<file path="src/rtl/irq_seq_pkg.sv">
package irq_seq_pkg;
  localparam int FRAME_BYTES = 5;
  localparam int ENTRY_LAST  = FRAME_BYTES + 2;
  localparam int RETURN_LAST = FRAME_BYTES;
  localparam int STEP_W      = $clog2(ENTRY_LAST + 1);

  typedef enum logic [1:0] {
    MODE_IDLE   = 2'd0,
    MODE_ENTRY  = 2'd1,
    MODE_RETURN = 2'd2
  } mode_t;
endpackage

</file>
<file path="src/rtl/irq_seq_ctrl.sv">
module irq_seq_ctrl
  import irq_seq_pkg::*;
(
  input  logic              clk,
  input  logic              rst,
  input  logic              entry_req,
  input  logic              rti_req,
  output mode_t             mode_q,
  output logic [STEP_W-1:0] step_q,
  output mode_t             nxt_mode,
  output logic [STEP_W-1:0] nxt_step,
  output logic              busy
);
  logic at_last;

  always_comb begin
    at_last = (mode_q == MODE_ENTRY  && step_q == STEP_W'(ENTRY_LAST)) ||
              (mode_q == MODE_RETURN && step_q == STEP_W'(RETURN_LAST));
    nxt_mode = mode_q;
    nxt_step = step_q;
    if (mode_q == MODE_IDLE) begin
      nxt_step = '0;
      if (entry_req)    nxt_mode = MODE_ENTRY;
      else if (rti_req) nxt_mode = MODE_RETURN;
    end else if (at_last) begin
      nxt_mode = MODE_IDLE;
      nxt_step = '0;
    end else begin
      nxt_step = step_q + 1'b1;
    end
  end

  always_ff @(posedge clk) begin
    if (rst) begin
      mode_q <= MODE_IDLE;
      step_q <= '0;
    end else begin
      mode_q <= nxt_mode;
      step_q <= nxt_step;
    end
  end

  assign busy = (mode_q != MODE_IDLE);
endmodule

</file>
<file path="src/rtl/irq_sp_unit.sv">
module irq_sp_unit #(
  parameter int          AW       = 16,
  parameter int unsigned SP_RESET = 'h00FF
) (
  input  logic          clk,
  input  logic          rst,
  input  logic          dec,
  input  logic          inc,
  output logic [AW-1:0] sp_q
);
  always_ff @(posedge clk) begin
    if (rst)      sp_q <= AW'(SP_RESET);
    else if (dec) sp_q <= sp_q - 1'b1;
    else if (inc) sp_q <= sp_q + 1'b1;
  end
endmodule

</file>
<file path="src/rtl/irq_frame_capture.sv">
module irq_frame_capture
  import irq_seq_pkg::*;
#(
  parameter int AW = 16,
  parameter int DW = 8
) (
  input  logic                              clk,
  input  logic                              rst,
  input  logic                              grab,
  input  logic [AW-1:0]                     pc_in,
  input  logic [DW-1:0]                     a_in,
  input  logic [DW-1:0]                     x_in,
  input  logic [DW-1:0]                     ccr_in,
  input  logic                              pull_en,
  input  logic [STEP_W-1:0]                 pull_idx,
  input  logic                              vec_en,
  input  logic [DW-1:0]                     din,
  output logic [FRAME_BYTES-1:0][DW-1:0]    live_bytes,
  output logic [FRAME_BYTES-1:0][DW-1:0]    snap_q,
  output logic [FRAME_BYTES-2:0][DW-1:0]    pull_q,
  output logic [DW-1:0]                     vec_hi_q
);
  logic [AW-1:0] ret_pc;

  // push order: PC low, PC high, X, A, CCR
  always_comb begin
    ret_pc        = pc_in - 1'b1;
    live_bytes[0] = ret_pc[DW-1:0];
    live_bytes[1] = ret_pc[2*DW-1:DW];
    live_bytes[2] = x_in;
    live_bytes[3] = a_in;
    live_bytes[4] = ccr_in;
  end

  always_ff @(posedge clk) begin
    if (rst)       snap_q <= '0;
    else if (grab) snap_q <= live_bytes;
  end

  // pull slots: 0 CCR, 1 A, 2 X, 3 PC high (PC low is used straight from din)
  for (genvar i = 0; i < FRAME_BYTES - 1; i++) begin : g_pull
    always_ff @(posedge clk) begin
      if (rst) pull_q[i] <= '0;
      else if (pull_en && pull_idx == STEP_W'(i)) pull_q[i] <= din;
    end
  end

  always_ff @(posedge clk) begin
    if (rst)         vec_hi_q <= '0;
    else if (vec_en) vec_hi_q <= din;
  end
endmodule

</file>
<file path="src/rtl/irq_bus_regs.sv">
module irq_bus_regs
  import irq_seq_pkg::*;
#(
  parameter int AW    = 16,
  parameter int DW    = 8,
  parameter int I_BIT = 3
) (
  input  logic                           clk,
  input  logic                           rst,
  input  mode_t                          nxt_mode,
  input  logic [STEP_W-1:0]              nxt_step,
  input  logic [AW-1:0]                  sp,
  input  logic [AW-1:0]                  vec_addr,
  input  logic [DW-1:0]                  din,
  input  logic [FRAME_BYTES-1:0][DW-1:0] live_bytes,
  input  logic [FRAME_BYTES-1:0][DW-1:0] snap_q,
  input  logic [FRAME_BYTES-2:0][DW-1:0] pull_q,
  input  logic [DW-1:0]                  vec_hi_q,
  output logic [AW-1:0]                  mem_addr,
  output logic [DW-1:0]                  mem_wdata,
  output logic                           mem_read,
  output logic                           mem_valid,
  output logic [AW-1:0]                  pc_new,
  output logic                           pc_load,
  output logic [DW-1:0]                  a_new,
  output logic [DW-1:0]                  x_new,
  output logic                           ax_load,
  output logic [DW-1:0]                  ccr_new,
  output logic                           ccr_load
);
  logic [AW-1:0] d_addr, d_pc;
  logic [DW-1:0] d_wdata, d_a, d_x, d_ccr, push_byte;
  logic          d_read, d_valid, d_pcl, d_axl, d_ccrl;
  logic          in_frame;

  always_comb begin
    in_frame  = nxt_step < STEP_W'(FRAME_BYTES);
    push_byte = live_bytes[0];
    for (int i = 1; i < FRAME_BYTES; i++)
      if (nxt_step == STEP_W'(i)) push_byte = snap_q[i];

    d_addr  = '0;
    d_wdata = '0;
    d_read  = 1'b0;
    d_valid = 1'b0;
    d_pc    = '0;
    d_pcl   = 1'b0;
    d_a     = '0;
    d_x     = '0;
    d_axl   = 1'b0;
    d_ccr   = '0;
    d_ccrl  = 1'b0;

    unique case (nxt_mode)
      MODE_ENTRY: begin
        d_valid = 1'b1;
        if (in_frame) begin
          d_addr  = sp;
          d_wdata = push_byte;
        end else if (nxt_step == STEP_W'(FRAME_BYTES)) begin
          d_read = 1'b1;
          d_addr = vec_addr;
          d_ccr  = snap_q[FRAME_BYTES-1] | DW'(1 << I_BIT);
          d_ccrl = 1'b1;
        end else if (nxt_step == STEP_W'(FRAME_BYTES + 1)) begin
          d_read = 1'b1;
          d_addr = vec_addr + 1'b1;
        end else begin
          d_read = 1'b1;
          d_addr = {vec_hi_q, din};
          d_pc   = {vec_hi_q, din};
          d_pcl  = 1'b1;
        end
      end
      MODE_RETURN: begin
        d_valid = 1'b1;
        d_read  = 1'b1;
        if (in_frame) begin
          d_addr = sp + 1'b1;
        end else begin
          d_addr = {pull_q[3], din};
          d_pc   = {pull_q[3], din};
          d_pcl  = 1'b1;
          d_ccr  = pull_q[0];
          d_a    = pull_q[1];
          d_x    = pull_q[2];
          d_ccrl = 1'b1;
          d_axl  = 1'b1;
        end
      end
      default: ;
    endcase
  end

  always_ff @(posedge clk) begin
    if (rst) begin
      mem_addr  <= '0;
      mem_wdata <= '0;
      mem_read  <= 1'b0;
      mem_valid <= 1'b0;
      pc_new    <= '0;
      pc_load   <= 1'b0;
      a_new     <= '0;
      x_new     <= '0;
      ax_load   <= 1'b0;
      ccr_new   <= '0;
      ccr_load  <= 1'b0;
    end else begin
      mem_addr  <= d_addr;
      mem_wdata <= d_wdata;
      mem_read  <= d_read;
      mem_valid <= d_valid;
      pc_new    <= d_pc;
      pc_load   <= d_pcl;
      a_new     <= d_a;
      x_new     <= d_x;
      ax_load   <= d_axl;
      ccr_new   <= d_ccr;
      ccr_load  <= d_ccrl;
    end
  end
endmodule

</file>
<file path="src/rtl/irq_stack_seq.sv">
module irq_stack_seq
  import irq_seq_pkg::*;
#(
  parameter int          AW       = 16,
  parameter int          DW       = 8,
  parameter int unsigned SP_RESET = 'h00FF,
  parameter int          I_BIT    = 3
) (
  input  logic          clk,
  input  logic          rst,
  input  logic          entry_req,
  input  logic          rti_req,
  input  logic [AW-1:0] vec_addr,
  input  logic [AW-1:0] pc_in,
  input  logic [DW-1:0] a_in,
  input  logic [DW-1:0] x_in,
  input  logic [DW-1:0] ccr_in,
  input  logic [DW-1:0] mem_rdata,
  output logic [AW-1:0] mem_addr,
  output logic [DW-1:0] mem_wdata,
  output logic          mem_read,
  output logic          mem_valid,
  output logic          busy,
  output logic [AW-1:0] sp_out,
  output logic [AW-1:0] pc_new,
  output logic          pc_load,
  output logic [DW-1:0] a_new,
  output logic [DW-1:0] x_new,
  output logic          ax_load,
  output logic [DW-1:0] ccr_new,
  output logic          ccr_load
);
  mode_t                          mode_q, nxt_mode;
  logic [STEP_W-1:0]              step_q, nxt_step;
  logic                           sp_dec, sp_inc, grab, pull_en, vec_en;
  logic [FRAME_BYTES-1:0][DW-1:0] live_bytes, snap_q;
  logic [FRAME_BYTES-2:0][DW-1:0] pull_q;
  logic [DW-1:0]                  vec_hi_q;

  irq_seq_ctrl u_ctrl (
    .clk(clk), .rst(rst), .entry_req(entry_req), .rti_req(rti_req),
    .mode_q(mode_q), .step_q(step_q), .nxt_mode(nxt_mode),
    .nxt_step(nxt_step), .busy(busy)
  );

  always_comb begin
    sp_dec  = (nxt_mode == MODE_ENTRY)  && (nxt_step < STEP_W'(FRAME_BYTES));
    sp_inc  = (nxt_mode == MODE_RETURN) && (nxt_step < STEP_W'(FRAME_BYTES));
    grab    = (mode_q == MODE_IDLE) && (nxt_mode == MODE_ENTRY);
    pull_en = (mode_q == MODE_RETURN) && (step_q < STEP_W'(FRAME_BYTES - 1));
    vec_en  = (mode_q == MODE_ENTRY) && (step_q == STEP_W'(FRAME_BYTES));
  end

  irq_sp_unit #(.AW(AW), .SP_RESET(SP_RESET)) u_sp (
    .clk(clk), .rst(rst), .dec(sp_dec), .inc(sp_inc), .sp_q(sp_out)
  );

  irq_frame_capture #(.AW(AW), .DW(DW)) u_frame (
    .clk(clk), .rst(rst), .grab(grab), .pc_in(pc_in), .a_in(a_in),
    .x_in(x_in), .ccr_in(ccr_in), .pull_en(pull_en), .pull_idx(step_q),
    .vec_en(vec_en), .din(mem_rdata), .live_bytes(live_bytes),
    .snap_q(snap_q), .pull_q(pull_q), .vec_hi_q(vec_hi_q)
  );

  irq_bus_regs #(.AW(AW), .DW(DW), .I_BIT(I_BIT)) u_bus (
    .clk(clk), .rst(rst), .nxt_mode(nxt_mode), .nxt_step(nxt_step),
    .sp(sp_out), .vec_addr(vec_addr), .din(mem_rdata),
    .live_bytes(live_bytes), .snap_q(snap_q), .pull_q(pull_q),
    .vec_hi_q(vec_hi_q), .mem_addr(mem_addr), .mem_wdata(mem_wdata),
    .mem_read(mem_read), .mem_valid(mem_valid), .pc_new(pc_new),
    .pc_load(pc_load), .a_new(a_new), .x_new(x_new), .ax_load(ax_load),
    .ccr_new(ccr_new), .ccr_load(ccr_load)
  );
endmodule

</file>
<file path="config.mk">
export PLATFORM = sky130hd
export DESIGN_NAME = irq_stack_seq
export DESIGN_NICKNAME = d
export VERILOG_FILES = /design/src/rtl/irq_seq_pkg.sv /design/src/rtl/irq_seq_ctrl.sv /design/src/rtl/irq_sp_unit.sv /design/src/rtl/irq_frame_capture.sv /design/src/rtl/irq_bus_regs.sv /design/src/rtl/irq_stack_seq.sv
export SDC_FILE = /design/constraint.sdc
export NUM_CORES = 1
export LEC_CHECK = 0
export ABC_AREA = 1
export BUFFER_PORTS_ARGS = -buffer_cell sky130_fd_sc_hd__buf_4
export CAP_MARGIN = 20
export CORE_MARGIN = 2
export CORE_UTILIZATION = 30
export DETAILED_ROUTE_END_ITERATION = 10
export PLACE_DENSITY_LB_ADDON = 0.12
export SYNTH_ARGS = -nofsm -noshare
export SYNTH_HDL_FRONTEND = slang
export SYNTH_SLANG_ARGS = --single-unit
</file>
<file path="constraint.sdc">
create_clock -name clk -period 2.85 [get_ports clk]
set_input_delay 0.57 -clock clk [delete_from_list [all_inputs] [get_ports clk]]
set_output_delay 0.57 -clock clk [all_outputs]
set_load 0.01 [all_outputs]
</file>
==> flow_summary.yaml <==
drt:
  drc: 0
  drt_iter0_markers: 633
  dr_total_vias: 7973
  first_pass_iters: 5
  wl_microns: 26900
  ant_nets: 0
  wl_per_cell_microns: 16.0
  viasPerCell: 4.73
die:
  die_h_microns: 167
  dieArea_sq_mm: 0.0279
  start_util: 0.306
  die_w_microns: 167
  rows: 59
  ioPinCount: 154
  core_sq_mm: 0.0261
clock_tree:
  clk_pin_slew_ps: 70
  clk_latency_ps: 430
  tritoncts: "built"
  cts_sinks: 162
  cts-root-buf: "clkbuf_16"
  cts_setup_buffers: 0
  clockBufferDepth: 2
  htreeDepth: 4
  cts_buffers: 17
synth:
  avgSynthCellArea_sq_um: 6.70
  ys_seq_area_frac: 0.406
  syn_inst: 1190
  ys_ff_latch: 162
  synth_cell_types: 36
  netlist_area_sq_mm: 0.00798
  ys_warn_count: 0
  syn_nets: 1270
grt:
  grt.total_usage: 0.194
  overflow: 0
  grt_max_degree: 78
  grt_pass1_vias: 7751
  antenna_found_initial: 0
  grt_pass1_wl_microns: 42900
critical_path:
  cp_data_required_time_ps: 3200
  critPathCapture: "u_bus.mem_addr[4]$_SDFF_PP0_"
  ff2ff_path_depth: 10
  crit_type: "flip-flop to flip-flop"
  crit_arrival_ps: 2970
  critPathCaptureType: "flip-flop"
  cp_cell_sequence: "ha_1 -> ha_1 -> nand3_2 -> nand3_4 -> nand2_4 -> nand2_4 -> nand2_2 -> o21ai_0 -> nor2_1 -> a21oi_1"
  rr_endpoint: "u_bus.mem_addr[4]$_SDFF_PP0_"
  max_stage_delay_ps: 510
  start_kind: "flip-flop"
  path_depth: 10
  worst_path_dominant_cell_family: "simple AND/OR/NAND/NOR gates"
  critPathMaxFanout: 27
  rrSetupSlack_ps: 230
  crit_buf_inv: 0
  critPathSlowestCell: "o21ai_0"
  r2r_start: "u_ctrl.step_q[0]$_SDFF_PP0_"
  startpoint: "u_ctrl.step_q[0]$_SDFF_PP0_"
status:
  status: "complete, no violations"
timing:
  relSlewSlack: 0.619
  rsz0062_at_grt: "no"
  fin_setup_tns_ps: 0
  worst_pin_slew_ps: 566
  layout_min_cycle_time_ps: 2620
  finalSetupViolCount: 0
  clock_skew_ps: 12.1
  fmax_mhz: 382
  finalCritPeriodShare: 0.919
  maxSlewViolCount: 0
  hold_violations: 0
power_and_ir_drop:
  power.leakage_uw: 0.00458
  vdd_ir_drop_max_mv: 0.368
  p_per_area_mw_per_mm2: 586
final_layout:
  mostFrequentLayoutCells: "nor2_1 (230), nand2_1 (212), buf_4 (175)"
  area_growth_pct: 27.1
  nets: 1416
  fill_cells: 2870
  final_cells: 1684
  seq_area_sq_mm: 0.00324
  multiInputGateArea_sq_mm: 0.00409
  n_antenna_cell: 0
  layout_commonest_cell: "nor2_1"
  drive_gt1_frac: 0.179
placement:
  port_buffers: 153
  routabilityCongestion: 0.882
  placed_cells: 1652
  dpl.hpwl_microns: 19800
hold_path:
  min_path_type: "input port to flip-flop"
run:
  max_cap_violations: 0
-- worst min-delay path by stage --
stage	startpoint	to	slack (ps)	cells past startpoint
2_1_floorplan	u_frame.pull_q[8]$_SDFFE_PP0P_	u_bus.a_new[0]$_SDFF_PP0_	420	2
3_3_place_gp	u_frame.pull_q[22]$_SDFFE_PP0P_	u_bus.x_new[6]$_SDFF_PP0_	430	2
3_5_place_dp	u_frame.pull_q[20]$_SDFFE_PP0P_	u_bus.x_new[4]$_SDFF_PP0_	430	2
4_1_cts	a_in[1]	u_frame.snap_q[25]$_SDFFE_PP0P_	340	3
5_1_grt	a_in[5]	u_frame.snap_q[29]$_SDFFE_PP0P_	350	3
6_report	a_in[1]	u_frame.snap_q[25]$_SDFFE_PP0P_	360	3
-- power breakdown --
| part | leakage, uW | switching, uW | internal (uW) |
|---|---|---|---|
| logic | 0.00297 | 732 | 429 |
| registers | 0.00132 | 107 | 2400 |
| clock network | 0.000284 | 1020 | 1260 |
| total | 0.00458 | 1860 | 4080 |
-- what timing repair did --
action                                  CTS  global route
resized for setup                         0             2
endpoints found under the setup margin    0             7
hold buffers                              0             0
-- synthesized netlist by cell type --
cell      instances  area share
a211oi_1          1     0.00094
a21o_1            1     0.00094
a21oi_1          89       0.056
a31oi_1           2      0.0016
buf_1             1     0.00047
buf_2            13      0.0082
clkbuf_1         37       0.017
clkinv_1          3      0.0014
dfxtp_1         162        0.41
ha_1             12       0.019
inv_1           106       0.050
inv_2             9      0.0042
nand2_1         212        0.10
nand2_2           4      0.0031
nand2_4           2      0.0028
nand3_1         106       0.066
nand3_2           2      0.0025
nand3_4           1      0.0022
nand3b_1          1     0.00094
nand4_1          22       0.017
nor2_1          230        0.11
nor2_2            4      0.0031
nor2_4            4      0.0056
nor2b_1           1     0.00078
nor3_1           11      0.0069
nor3_2            1      0.0013
o211ai_1          5      0.0047
o21ai_0         109       0.068
o21ai_1           1     0.00063
o21ai_2           1      0.0011
o21bai_1          3      0.0028
o31ai_1           3      0.0028
or2_1             2      0.0016
or2_2             3      0.0024
xnor2_1           4      0.0044
xor2_1           22       0.024
-- worst reg2reg max path, cell delays in order (launching register included) --
cell and delay [ps]:
dfxtp_1 430, ha_1 220, ha_1 170, nand3_2 180, nand3_4 180, nand2_4 100, nand2_4 290, nand2_2 220
o21ai_0 520, nor2_1 100, a21oi_1 160
-- kinds of logic (layout without fill, tap and decap cells) --
family / count (synthesis) / in the layout / synth area share
flip-flops: 162 / 162 / 0.406
AND/OR/NAND/NOR: 606 / 606 / 0.325
XOR/XNOR: 26 / 26 / 0.0285
buffers and inverters: 169 / 328 / 0.0815
AO/OA/AOI/OAI: 215 / 215 / 0.140
adder cells (fa/ha/maj): 12 / 12 / 0.0188
-- cell type report --
class / instances / area share
repair buffers: 178 / 0.135
inverters: 118 / 0.0437
multi-input cells: 859 / 0.403
clock buffers: 22 / 0.0487
clock inverters: 10 / 0.00851
well taps: 335 / 0.0413
flip-flops and latches: 162 / 0.320
-- per-stage QoR --
step	cell area, sq um	worst slack, ps	hold WS, ps	util	power (uW)
after floorplan	7980	601	416	-	3210
after global placement	9550	309	425	0.367	3710
after detailed placement	9550	242	428	0.367	3710
after CTS	10100	232	340	0.389	6010
after global routing	10100	10.4	354	0.389	6270
final	10100	230	356	0.389	5950
-- flip-flops by register name, summed over array words and instances (netlist names) --
name              count
u_frame.snap_q       32
u_bus.ccr_load        1
u_ctrl.step_q         3
u_bus.mem_addr       16
u_bus.ccr_new         8
u_ctrl.mode_q         2
u_frame.vec_hi_q      8
u_bus.mem_read        1
u_sp.sp_q            16
u_bus.a_new           8
u_bus.ax_load         1
u_bus.x_new           8
u_frame.pull_q       32
u_bus.pc_load         1
u_bus.mem_wdata       8
u_bus.mem_valid       1
u_bus.pc_new         16
-- per-layer routing --
metal	global-route usage	share of wire	routed length, microns
met1	0.274	0.49	13200
met2	0.307	0.45	12200
met3	0.0333	0.047	1270
met4	0.0484	0.010	282
met5	0	0	0
Power figures use the tool's default switching activity.
